--- src/rtl/rxr_pkg.sv ---
package rxr_pkg;
  typedef enum logic [2:0] {
    ST_IDLE,
    ST_BODY,
    ST_DROP,
    ST_PAD,
    ST_HDR
  } rxr_state_t;

  localparam logic [7:0] STAT_GOOD  = 8'h01;
  localparam logic [7:0] STAT_GROUP = 8'h20;
  localparam int HDR_BYTES  = 4;
  localparam int TAIL_BYTES = 4;
endpackage

--- src/rtl/rxr_space.sv ---
module rxr_space #(
  parameter int PAGE_W    = 8,
  parameter int MAX_FRAME = 1518
) (
  input  logic [PAGE_W-1:0] start_pg,
  input  logic [PAGE_W-1:0] stop_pg,
  input  logic [PAGE_W-1:0] bound_pg,
  input  logic [PAGE_W-1:0] cur_pg,
  output logic              full
);
  localparam int SW = PAGE_W + 9;
  logic [SW-1:0] free_bytes;

  always_comb begin
    if (cur_pg < bound_pg)
      free_bytes = SW'(bound_pg - cur_pg) << 8;
    else
      free_bytes = (SW'(stop_pg - start_pg) - SW'(cur_pg - bound_pg)) << 8;
    full = free_bytes < SW'(MAX_FRAME);
  end
endmodule

--- src/rtl/rxr_nextpg.sv ---
module rxr_nextpg #(
  parameter int PAGE_W = 8,
  parameter int LEN_W  = 11
) (
  input  logic [PAGE_W-1:0] cur_pg,
  input  logic [PAGE_W-1:0] start_pg,
  input  logic [PAGE_W-1:0] stop_pg,
  input  logic [LEN_W-1:0]  total_len,
  output logic [PAGE_W-1:0] next_pg
);
  import rxr_pkg::*;
  localparam int NW = PAGE_W + 1;
  localparam logic [LEN_W:0] ROUND_ADD = (LEN_W+1)'(TAIL_BYTES + 255);
  logic [NW-1:0] raw;

  always_comb begin
    raw = {1'b0, cur_pg} + NW'(({1'b0, total_len} + ROUND_ADD) >> 8);
    if (raw >= {1'b0, stop_pg})
      raw = raw - NW'(stop_pg - start_pg);
    next_pg = raw[PAGE_W-1:0];
  end
endmodule

--- src/rtl/rxr_wptr.sv ---
module rxr_wptr #(
  parameter int PAGE_W = 8,
  localparam int AW    = PAGE_W + 8
) (
  input  logic [AW-1:0]     addr,
  input  logic [PAGE_W-1:0] start_pg,
  input  logic [PAGE_W-1:0] stop_pg,
  output logic [AW-1:0]     addr_inc
);
  logic [AW-1:0] sum;
  always_comb begin
    sum      = addr + AW'(1);
    addr_inc = (sum == {stop_pg, 8'h00}) ? {start_pg, 8'h00} : sum;
  end
endmodule

--- src/rtl/rx_ring_writer.sv ---
module rx_ring_writer #(
  parameter int PAGE_W    = 8,
  parameter int LEN_W     = 11,
  parameter int MAX_FRAME = 1518,
  parameter int MIN_FRAME = 60,
  localparam int AW       = PAGE_W + 8
) (
  input  logic              clk,
  input  logic              rst_n,
  input  logic              cmd_stop,
  input  logic [PAGE_W-1:0] pg_start,
  input  logic [PAGE_W-1:0] pg_stop,
  input  logic [PAGE_W-1:0] pg_bound,
  input  logic              cur_load,
  input  logic [PAGE_W-1:0] cur_load_val,
  input  logic              rx_flag_clr,
  input  logic              rx_irq_en,
  input  logic              in_valid,
  output logic              in_ready,
  input  logic              in_first,
  input  logic              in_last,
  input  logic [7:0]        in_data,
  output logic              mem_we,
  output logic [AW-1:0]     mem_addr,
  output logic [7:0]        mem_wdata,
  output logic [PAGE_W-1:0] cur_page,
  output logic              rx_flag,
  output logic              irq,
  output logic              busy,
  output logic              full
);
  import rxr_pkg::*;

  localparam logic [LEN_W-1:0] MIN_L = LEN_W'(MIN_FRAME);
  localparam logic [LEN_W-1:0] HDR_L = LEN_W'(HDR_BYTES);

  rxr_state_t        st;
  logic [AW-1:0]     wptr, wptr_inc, base;
  logic [LEN_W-1:0]  len, len_p1, total;
  logic [PAGE_W-1:0] cur_q, next_pg;
  logic [1:0]        hcnt;
  logic              grp, flag, fire;
  logic [7:0]        hdr_byte;

  assign in_ready = (st == ST_IDLE) || (st == ST_BODY) || (st == ST_DROP);
  assign busy     = (st == ST_BODY) || (st == ST_PAD) || (st == ST_HDR);
  assign fire     = in_valid && in_ready;
  assign base     = {cur_q, 8'h00};
  assign len_p1   = len + LEN_W'(1);
  assign total    = len + HDR_L;
  assign cur_page = cur_q;
  assign rx_flag  = flag;
  assign irq      = flag && rx_irq_en;

  rxr_space #(.PAGE_W(PAGE_W), .MAX_FRAME(MAX_FRAME)) u_space (
    .start_pg(pg_start), .stop_pg(pg_stop), .bound_pg(pg_bound),
    .cur_pg(cur_q), .full(full));

  rxr_nextpg #(.PAGE_W(PAGE_W), .LEN_W(LEN_W)) u_next (
    .cur_pg(cur_q), .start_pg(pg_start), .stop_pg(pg_stop),
    .total_len(total), .next_pg(next_pg));

  rxr_wptr #(.PAGE_W(PAGE_W)) u_wptr (
    .addr(wptr), .start_pg(pg_start), .stop_pg(pg_stop), .addr_inc(wptr_inc));

  always_comb begin
    case (hcnt)
      2'd0:    hdr_byte = STAT_GOOD | (grp ? STAT_GROUP : 8'h00);
      2'd1:    hdr_byte = 8'(next_pg);
      2'd2:    hdr_byte = total[7:0];
      default: hdr_byte = 8'(total >> 8);
    endcase
  end

  always_ff @(posedge clk) begin
    if (!rst_n) begin
      st        <= ST_IDLE;
      wptr      <= '0;
      len       <= '0;
      grp       <= 1'b0;
      hcnt      <= '0;
      cur_q     <= '0;
      flag      <= 1'b0;
      mem_we    <= 1'b0;
      mem_addr  <= '0;
      mem_wdata <= '0;
    end else begin
      mem_we <= 1'b0;
      if (rx_flag_clr) flag <= 1'b0;
      if (cur_load && !busy) cur_q <= cur_load_val;
      case (st)
        ST_IDLE: begin
          if (fire && in_first) begin
            if (cmd_stop || full) begin
              st <= in_last ? ST_IDLE : ST_DROP;
            end else begin
              mem_we    <= 1'b1;
              mem_addr  <= base + AW'(HDR_BYTES);
              mem_wdata <= in_data;
              wptr      <= base + AW'(HDR_BYTES + 1);
              grp       <= in_data[0];
              len       <= LEN_W'(1);
              hcnt      <= '0;
              if (!in_last)                 st <= ST_BODY;
              else if (LEN_W'(1) < MIN_L)   st <= ST_PAD;
              else                          st <= ST_HDR;
            end
          end
        end
        ST_BODY: begin
          if (fire) begin
            mem_we    <= 1'b1;
            mem_addr  <= wptr;
            mem_wdata <= in_data;
            wptr      <= wptr_inc;
            len       <= len_p1;
            if (in_last) st <= (len_p1 < MIN_L) ? ST_PAD : ST_HDR;
          end
        end
        ST_DROP: begin
          if (fire && in_last) st <= ST_IDLE;
        end
        ST_PAD: begin
          mem_we    <= 1'b1;
          mem_addr  <= wptr;
          mem_wdata <= 8'h00;
          wptr      <= wptr_inc;
          len       <= len_p1;
          if (len_p1 >= MIN_L) st <= ST_HDR;
        end
        ST_HDR: begin
          mem_we    <= 1'b1;
          mem_addr  <= base + AW'(hcnt);
          mem_wdata <= hdr_byte;
          hcnt      <= hcnt + 2'd1;
          if (hcnt == 2'd3) begin
            cur_q <= next_pg;
            flag  <= 1'b1;
            st    <= ST_IDLE;
          end
        end
        default: st <= ST_IDLE;
      endcase
    end
  end
endmodule

--- config.mk ---
export PLATFORM = sky130hd
export DESIGN_NAME = rx_ring_writer
export DESIGN_NICKNAME = d
export VERILOG_FILES = /design/src/rtl/rxr_pkg.sv /design/src/rtl/rxr_space.sv /design/src/rtl/rxr_nextpg.sv /design/src/rtl/rxr_wptr.sv /design/src/rtl/rx_ring_writer.sv
export SDC_FILE = /design/constraint.sdc
export NUM_CORES = 1
export LEC_CHECK = 0
export ABC_AREA = 1
export CAP_MARGIN = 30
export CORE_ASPECT_RATIO = 2
export CORE_MARGIN = 2
export CORE_UTILIZATION = 55
export DETAILED_ROUTE_END_ITERATION = 16
export GPL_TIMING_DRIVEN = 0
export HOLD_SLACK_MARGIN = 0.08
export PLACE_DENSITY = 0.8
export SLEW_MARGIN = 15
export SYNTH_ARGS = -nofsm -noshare
export SYNTH_HDL_FRONTEND = slang
export SYNTH_SLANG_ARGS = --single-unit
--- constraint.sdc ---
create_clock -name clk -period 9.75 [get_ports clk]
set_input_delay 1.95 -clock clk [delete_from_list [all_inputs] [get_ports clk]]
set_output_delay 1.95 -clock clk [all_outputs]
set_load 0.02 [all_outputs]
## After elaboration in Yosys (flattened, before gate mapping)

Cells that the tools add are included.

- Bitwise gates (word level): 1
- Mux-type cells: 45
- Eq/ne operators: 15
- Reduce and logical (&&, ||, !) cells: 22
- Divide/modulo/power cells: 0
- Shift-type cells: 0
- Multipliers: 0
- $lt $le $gt $ge: 5
- Add/subtract/negate cells: 15

Operators by type and width:

| operator | number |
|---|---|
| 16-bit 2-to-1 mux | 7 |
| 16-bit case mux with 4 select lines | 1 |
| 8-bit 2-to-1 mux | 7 |
| 16-bit case mux with 3 select lines | 1 |
| 11-bit 2-to-1 mux | 3 |
| 11-bit case mux with 3 select lines | 1 |
| 16-bit by 3-bit adder with 16-bit output, second input constant | 2 |
| 8-bit case mux with 4 select lines | 1 |
| 8-bit by 8-bit subtractor with 9-bit output | 3 |
| 8-bit case mux with 3 select lines | 1 |
| 3-bit 2-to-1 mux | 7 |
| 17-bit by 11-bit less-than comparator with 1-bit output, second input constant | 1 |
| 17-bit 2-to-1 mux | 1 |
| 16-bit by 1-bit adder with 16-bit output, second input constant | 1 |
| 16-bit by 2-bit adder with 16-bit output | 1 |
| 16-bit == test | 1 |
| 8-bit subtractor | 2 |
| 3-bit case mux with 5 select lines | 1 |
| 11-bit by 9-bit adder with 12-bit output, second input constant | 1 |
| 11-bit by 1-bit adder with 11-bit output, second input constant | 1 |
| 11-bit by 3-bit adder with 11-bit output, second input constant | 1 |
| 11-bit by 6-bit >= comparator with 1-bit output, second input constant | 1 |
| 11-bit by 6-bit less-than comparator with 1-bit output, second input constant | 1 |
| 2-bit 2-to-1 mux | 5 |
| 29 further kinds | 51 |

- ROM bits: 0
- Register bits after elaboration: 67
- Memory bits (writable): 0
- Memories kept: 0
- Bits in latches: 0

## Logic depth before layout (Yosys ltp)

Gate-level depths: netlist (run 1).

- Depth in word-level cells: 8
- Depth in mapped cells: 32

## Cells and area by module

From an unflattened synthesis (run 1), not the netlist that was laid out.

- Cell total of the unflattened synthesis: 1036
- Area, all modules: 6822.8 µm²

Modules (own cells, without submodules):

| module | cells an instance | area an instance (µm²) | instances | seq. area each (µm²) |
|---|---|---|---|---|
| rx_ring_writer | 480 | 3470.8 | 1 | 1341.3 |
| rxr_space | 216 | 1332.5 | 1 | 0.0 |
| rxr_nextpg | 170 | 1128.6 | 1 | 0.0 |
| rxr_wptr | 170 | 890.9 | 1 | 0.0 |

## Least setup slack after synthesis (run 1)

No wires, ideal clock.

- Path type: input-to-output
- Start: input port pg_start[0]
- End: output port full
- Data required time: 7.800 ns
- Setup slack: 3.537 ns
- Path buffers: 0
- Stages: 15
- Arrival time: 4.263 ns
- Path through: inv_1 > fa_1 > inv_1 > fa_1 > nor2_2 > fa_1 > nand3_1 > nand3_1 > nand2_1 > nand3_1 > nand2_1 > nand4_1 > nor2_1 > nor2_1 > inv_1

- Word-level cells in the longest chain between the ends: 4

Ends and longest elaborated chain:

| element | RTL line | text |
|---|---|---|
| start, declared | rx_ring_writer.sv:11 | `input logic [PAGE_W-1:0] pg_start,` |
| 8-bit by 8-bit subtractor with 9-bit output | rxr_space.sv:18 | `free_bytes = (SW'(stop_pg - start_pg) - SW'(cur_pg - bound_pg)) << 8;` |
| 9-bit subtractor | rxr_space.sv:18 |  |
| 17-bit 2-to-1 mux | rxr_space.sv:15 | `if (cur_pg < bound_pg)` |
| 17-bit by 11-bit less-than comparator with 1-bit output | rxr_space.sv:19 | `full = free_bytes < SW'(MAX_FRAME);` |
| end, declared | rx_ring_writer.sv:30 | `output logic full` |

Every way passes these cells.

## Worst setup path after layout (run 1)

- Start: input port pg_stop[0]
- End: output port full

- Word-level cells in the longest chain between the ends: 4

Ends and longest elaborated chain:

| element | RTL line | text |
|---|---|---|
| start, declared | rx_ring_writer.sv:12 | `input logic [PAGE_W-1:0] pg_stop,` |
| 8-bit by 8-bit subtractor with 9-bit output | rxr_space.sv:18 |  |
| 9-bit subtractor | rxr_space.sv:18 |  |
| 17-bit 2-to-1 mux | rxr_space.sv:15 |  |
| 17-bit by 11-bit less-than comparator with 1-bit output | rxr_space.sv:19 |  |

Every way passes these cells.

==> qor.txt, run 1 <==
Status = finished, final reports clean
WP data required = 7.80 ns
Met2 Wirelength = 11.7 mm
Vias in the first global route = 7091
First-pass GRT wire length = 34.2 mm
Initial DRC Count = 459
PortBufs = 86
Vias/cell = 5.59
Clk_lat worst skew = 0.34 ns
Top-area cell type share of the netlist area = 0.203
CP Buf/Inv Count = 4
Die Ht = 159 um
CTS Buf Count = 9
RSZ-0062 raised after global routing = no
Hold slack final = 0.463 ns
Mapped Cells = 1039
Antenna-violating nets left = 0
Yosys cell types = 43
Post-CTS sizing = 0
Layout cells sized above 1 = 0.0649
Synthesized area per cell = 6.36 sq um
CP Launch Type = input pin
Ys flop type = dfxtp_1
Synthesized flop and latch total = 67
Core Area = 11700 sq um
Largest net degree at the start of global routing = 13
# IOs = 87
Leakage power = 3.78 nW
Netlist Area Pre-Place = 6600 sq um
Final Cell Area = 7950 sq um
Setup Buffers After CTS = 0
Vias = 7185
Final worst slack = 1.82 ns
Post-synth top cells = nand2_1, inv_1, nor2_1, a21oi_1, dfxtp_1
Max clock buf depth = 2
Post-placement cell count = 1270
CTS Root Cell = clkbuf_16
Sink Count = 67
Worst slack, placed = 1.90 ns
Drt drc = 0
Ys Warns = 0
Register area share after synthesis = 0.203
Reg clk slew, reported paths = 0.06 ns
Share of flip-flops with an asynchronous set or reset = 0
Antenna Cells = 0
Top Family by Delay on Critical Path = adder cells
Initial antenna violation count = 0
Most common cell in the netlist = nand2_1
Slew Viols, Final = 0
Relative slew slack = 0.553
Max-cap violations = 0
Worst path cell trace = clkdlybuf4s50_1 -> fa_1 -> inv_1 -> fa_1 -> nor2_2 -> fa_1 -> nand3_1 -> nand3_1 -> nand2_1 -> nand3_1 -> nand2_1 -> nand4_1 -> nor2_1 -> nor2_1 -> inv_1 -> clkdlybuf4s50_1
Fin crit share = 0.813
Yosys top cell by area = dfxtp_1
DR pass1 iterations = 5
Fmax = 126 MHz
Post-Route Skew = 0.00795 ns
Layout Area Growth over Synthesis = 20.4%
DR WL met3 = 828 um
Chip Width = 81.5 um
Gr usage total = 0.347
Max VDD drop = 0.139 mV
Highest routed layer = met4
Setup TNS Final = 0 ns
Hold Violations, Final = 0
Post-CTS Hold Fix Bufs = 0
Final setup viols = 0
Nets@finish = 1255
Remaining global-route overflow = 0
DIE AREA = 13000 sq um
Post-DP HPWL = 18.2 mm
HP Class = register to register
Dominant cells by area after synthesis = dfxtp_1, nand2_1, ha_1
Post-Place Cell Area = 7650 sq um
Routed wire length = 21.9 mm
Power per Cell Area = 215 nW/um^2
RD Place Congestion = 0.949
Routed WL per cell = 17.0 um
Worst Tran Pin Value = 0.670 ns
Post-route insts no fill = 1286
TritonCTS clock tree = built
Core Rows = 56
Initial core utilization = 0.564
Crit path kind = input pin to primary output
CP max stage cell = clkdlybuf4s50_1
Mapped Nets = 1158
WP data arrival = 5.98 ns
CP endpoint kind = primary output
Crit path time final = 7.93 ns
M1 wire length = 7.15 mm
Number of synthesized flops with an enable pin = 0
Max H-tree Level = 3
Slowest stage delay, CP = 0.60 ns
Worst-path fanout max = 5
==> cell usage in the layout, fill, tap and decap left out, types with 5 or more instances in the layout <==
cell type / n
nor2_1: 88
ha_1: 45
xnor2_1: 5
nand2_2: 7
o21ai_1: 12
inv_1: 147
clkbuf_1: 9
nor2_2: 6
nand2_1: 308
clkdlybuf4s50_1: 86
nor3_1: 5
nand3_2: 5
or2_2: 6
a21oi_1: 70
fa_1: 25
o211ai_1: 9
nand4_1: 29
nand3_1: 66
xor2_1: 26
clkbuf_16: 9
dfxtp_1: 67
inv_2: 10
nor2_4: 8
o21ai_0: 42
==> layout make-up <==
| type | instances | area (sq um) |
|---|---|---|
| Multi-Input combinational cell | 793 | 4550 |
| Fill cell | 1117 | 3750 |
| Sequential cell | 67 | 1340 |
| Timing Repair Buffer | 86 | 861 |
| Inverter | 159 | 597 |
| Clock buffer | 10 | 239 |
| Tap cell | 145 | 181 |
| Buffer | 20 | 114 |
| Clock inverter | 6 | 65.1 |
==> worst reg2reg max path: cells and delay by family (launching register included) <==
kind	cells	cell delay (ns)
simple gates	18	2.00
flops	1	0.47
compound gates	4	0.60
xor+xnor	2	0.71
fa+ha+maj	4	1.52
buf+inv	2	0.27
==> cell families (layout without fill, tap and decap cells) <==
| kind of cell | Yosys count | in the layout | share of synthesized area |
|---|---|---|---|
| adder cells (fa/ha/maj) | 70 | 70 | 0.161 |
| AO/OA/AOI/OAI | 151 | 151 | 0.124 |
| flip-flops | 67 | 67 | 0.203 |
| AND/OR/NAND/NOR | 541 | 541 | 0.363 |
| XOR/XNOR | 31 | 31 | 0.0411 |
| buffers and inverters | 179 | 281 | 0.108 |
==> state kept, by name, indices dropped and copies added, names as in the netlist <==
signal and flops:
mem_addr 16, st 3, mem_we 1, cur_page 8, mem_wdata 8, len 11, hcnt 2, grp 1
wptr 16, rx_flag 1
==> worst paths after layout <==
check | from | to | slack (ns) | cells past startpoint
setup / recovery | pg_stop[0] | full | 1.82 | 16
hold / removal | mem_addr[3] | mem_addr[3] | 0.46 | 2
setup reg to reg | len[2] | mem_wdata[7] | 4.10 | 30
hold reg to reg | mem_addr[3] | mem_addr[3] | 0.46 | 2
==> per-layer routing <==
metal  global-route usage  vias to the layer above
met5                    0                        -
met4                0.302                        0
met3               0.0368                      110
met2                0.628                      265
met1                0.325                     3284
li1                     -                     3526
==> stage by stage <==
step                power [mW]   util
floorplan                 1.05      -
global placement          1.34  0.653
detailed placement        1.36  0.653
CTS                       1.69  0.679
global route              1.83  0.679
finish                    1.71  0.679
==> power by group <==
| part | total, mW | switching, mW | internal (mW) |
|---|---|---|---|
| clock | 0.336 | 0.131 | 0.205 |
| combinational | 0.965 | 0.628 | 0.337 |
| sequential | 0.410 | 0.0720 | 0.338 |
| total | 1.71 | 0.831 | 0.880 |
No activity file was read; power rests on OpenSTA's default activity.
==> run 2, diff against run 1 <==
==> constraint.sdc (replaced) <==
create_clock -name clk -period 7.85 [get_ports clk]
set_input_delay 1.57 -clock clk [delete_from_list [all_inputs] [get_ports clk]]
set_output_delay 1.57 -clock clk [all_outputs]
set_load 0.02 [all_outputs]
==> results of run 2 <==
The final DEF is identical to that of run 1. Status: finished, final reports clean.
Among the figures that moved: setup slack after placement 1.90 ns -> 0.764 ns; setup slack after layout 1.82 ns -> 0.684 ns; register-to-register setup slack 4.10 ns -> 2.20 ns; total power 1.71 mW -> 2.13 mW; worst IR drop on VDD 0.139 mV -> 0.172 mV
==> run 3, diff against run 2 <==
--- a/config.mk
+++ b/config.mk
@@ -14,6 +14,7 @@
 export GPL_TIMING_DRIVEN = 0
 export HOLD_SLACK_MARGIN = 0.08
 export PLACE_DENSITY = 0.8
+export REMOVE_ABC_BUFFERS = 1
 export SLEW_MARGIN = 15
 export SYNTH_ARGS = -nofsm -noshare
 export SYNTH_HDL_FRONTEND = slang
==> constraint.sdc (replaced) <==
create_clock -name clk -period 8.6 [get_ports clk]
set_input_delay 1.72 -clock clk [delete_from_list [all_inputs] [get_ports clk]]
set_output_delay 1.72 -clock clk [all_outputs]
set_load 0.02 [all_outputs]
==> qor.txt, run 3 (synthesis gave the netlist of run 1 again) <==
Max clock buf depth = 2
Routed WL per cell = 16.1 um
Slew Viols, Final = 0
Initial antenna violation count = 0
Core Rows = 56
Die Ht = 159 um
Status = finished, final reports clean
Final setup viols = 0
Most common cell after layout, fill and taps aside = nand2_1
RD Place Congestion = 0.987
Clk_lat worst skew = 0.34 ns
Layout Area Growth over Synthesis = 18.8%
Most frequent cells in the layout = nand2_1, inv_1, nor2_1
DIE AREA = 13000 sq um
WP data required = 6.88 ns
Leakage power = 3.72 nW
Largest registers = mem_addr: 16 flops, wptr: 16 flops, len: 11 flops
Reg clk slew, reported paths = 0.06 ns
Largest net degree at the start of global routing = 34
Post-CTS sizing = 0
First-pass GRT wire length = 32.9 mm
Relative slew slack = 0.335
Max VDD drop = 0.156 mV
Max-cap violations = 0
Worst-path fanout max = 3
# IOs = 87
Fill cell count = 1080
RSZ-0062 raised after global routing = no
CP Launch Type = input pin
Routed wire length = 20.4 mm
Worst path cell trace = clkdlybuf4s50_1 -> inv_1 -> fa_1 -> inv_1 -> fa_1 -> nor2_2 -> fa_1 -> nand3_1 -> nand3_1 -> nand2_1 -> nand3_1 -> nand2_1 -> nand4_1 -> nor2_1 -> nor2_1 -> inv_1 -> clkdlybuf4s50_1
CP endpoint kind = primary output
Chip Width = 81.5 um
Core Area = 11700 sq um
Gr usage total = 0.331
Antenna Cells = 0
Util after Layout = 0.671
Layout cells sized above 1 = 0.0597
Initial DRC Count = 361
Slowest stage delay, CP = 0.59 ns
Post-CTS Hold Fix Bufs = 0
Crit path kind = input pin to primary output
Power per Cell Area = 234 nW/um^2
Crit path time final = 7.37 ns
Antenna-violating nets left = 0
Fin crit share = 0.856
Post-route insts no fill = 1268
CP max stage cell = clkdlybuf4s50_1
WP data arrival = 5.65 ns
Fmax = 136 MHz
Hold Violations, Final = 0
Remaining global-route overflow = 0
CP Buf/Inv Count = 5
Top Family by Delay on Critical Path = adder cells
Post-Route Skew = 0.00720 ns
Setup Buffers After CTS = 0
Post-placement cell count = 1251
Initial core utilization = 0.564
PortBufs = 86
Post-DP HPWL = 16.7 mm
Hold slack final = 0.462 ns
Max H-tree Level = 3
Sink Count = 67
Setup TNS Final = 0 ns
CTS Root Cell = clkbuf_16
CTS Buf Count = 9
HP Class = register to register
Vias/cell = 5.53
Vias = 7017
Nets@finish = 1237
Footprint of the multi-input gates = 4550 sq um
Vias in the first global route = 7000
Worst Tran Pin Value = 0.994 ns
DR pass1 iterations = 5
Drt drc = 0
Storage element area = 1340 sq um
TritonCTS clock tree = built
run 3: metrics by stage:
stage / setup WS, ns / total power, mW / area, sq um
2_1_floorplan: 2.85 / 1.15 / 6490
3_3_place_gp: 1.27 / 1.46 / 7530
3_5_place_dp: 1.26 / 1.48 / 7550
4_1_cts: 1.26 / 1.83 / 7840
5_1_grt: 1.06 / 1.99 / 7850
6_report: 1.23 / 1.84 / 7850
run 3: worst register-to-register path, delay by kind of cell, from the launching register on:
| family | cells | cell delay [ns] |
|---|---|---|
| AOI/OAI and AO/OA | 4 | 0.61 |
| xor gates and xnor gates | 2 | 0.67 |
| adders and majority gates | 4 | 1.55 |
| buffers and inverters | 2 | 0.17 |
| DFF | 1 | 0.45 |
| and+or+nand+nor | 18 | 2.14 |
run 3: routing by layer:
layer | vias up | track usage | share of wire
li1 | 3488 | - | -
met1 | 3176 | 0.324 | 0.34
met2 | 256 | 0.601 | 0.54
met3 | 97 | 0.0425 | 0.038
met4 | 0 | 0.244 | 0.079
met5 | - | 0 | 0
run 3: worst paths after layout:
check | slack, ns | cells after the start | endpoint | startpoint
min | 0.46 | 2 | mem_addr[14] | mem_addr[14]
max reg2reg | 2.95 | 30 | mem_wdata[7] | len[2]
max | 1.23 | 17 | full | pg_start[0]
min reg2reg | 0.46 | 2 | mem_addr[14] | mem_addr[14]
run 3: power by group:
part	total (mW)	internal [mW]	switching (mW)
sequential	0.461	0.383	0.0779
clock	0.349	0.202	0.147
combinational	1.03	0.359	0.669
run 3: layout make-up:
cell class / count / area share
Clock buffer: 10 / 0.0305
Clock inverter: 6 / 0.00526
Inverter: 159 / 0.0761
Multi-Input combinational cell: 793 / 0.580
Sequential cell: 67 / 0.171
Tap cell: 145 / 0.0231
Timing Repair Buffer: 88 / 0.114
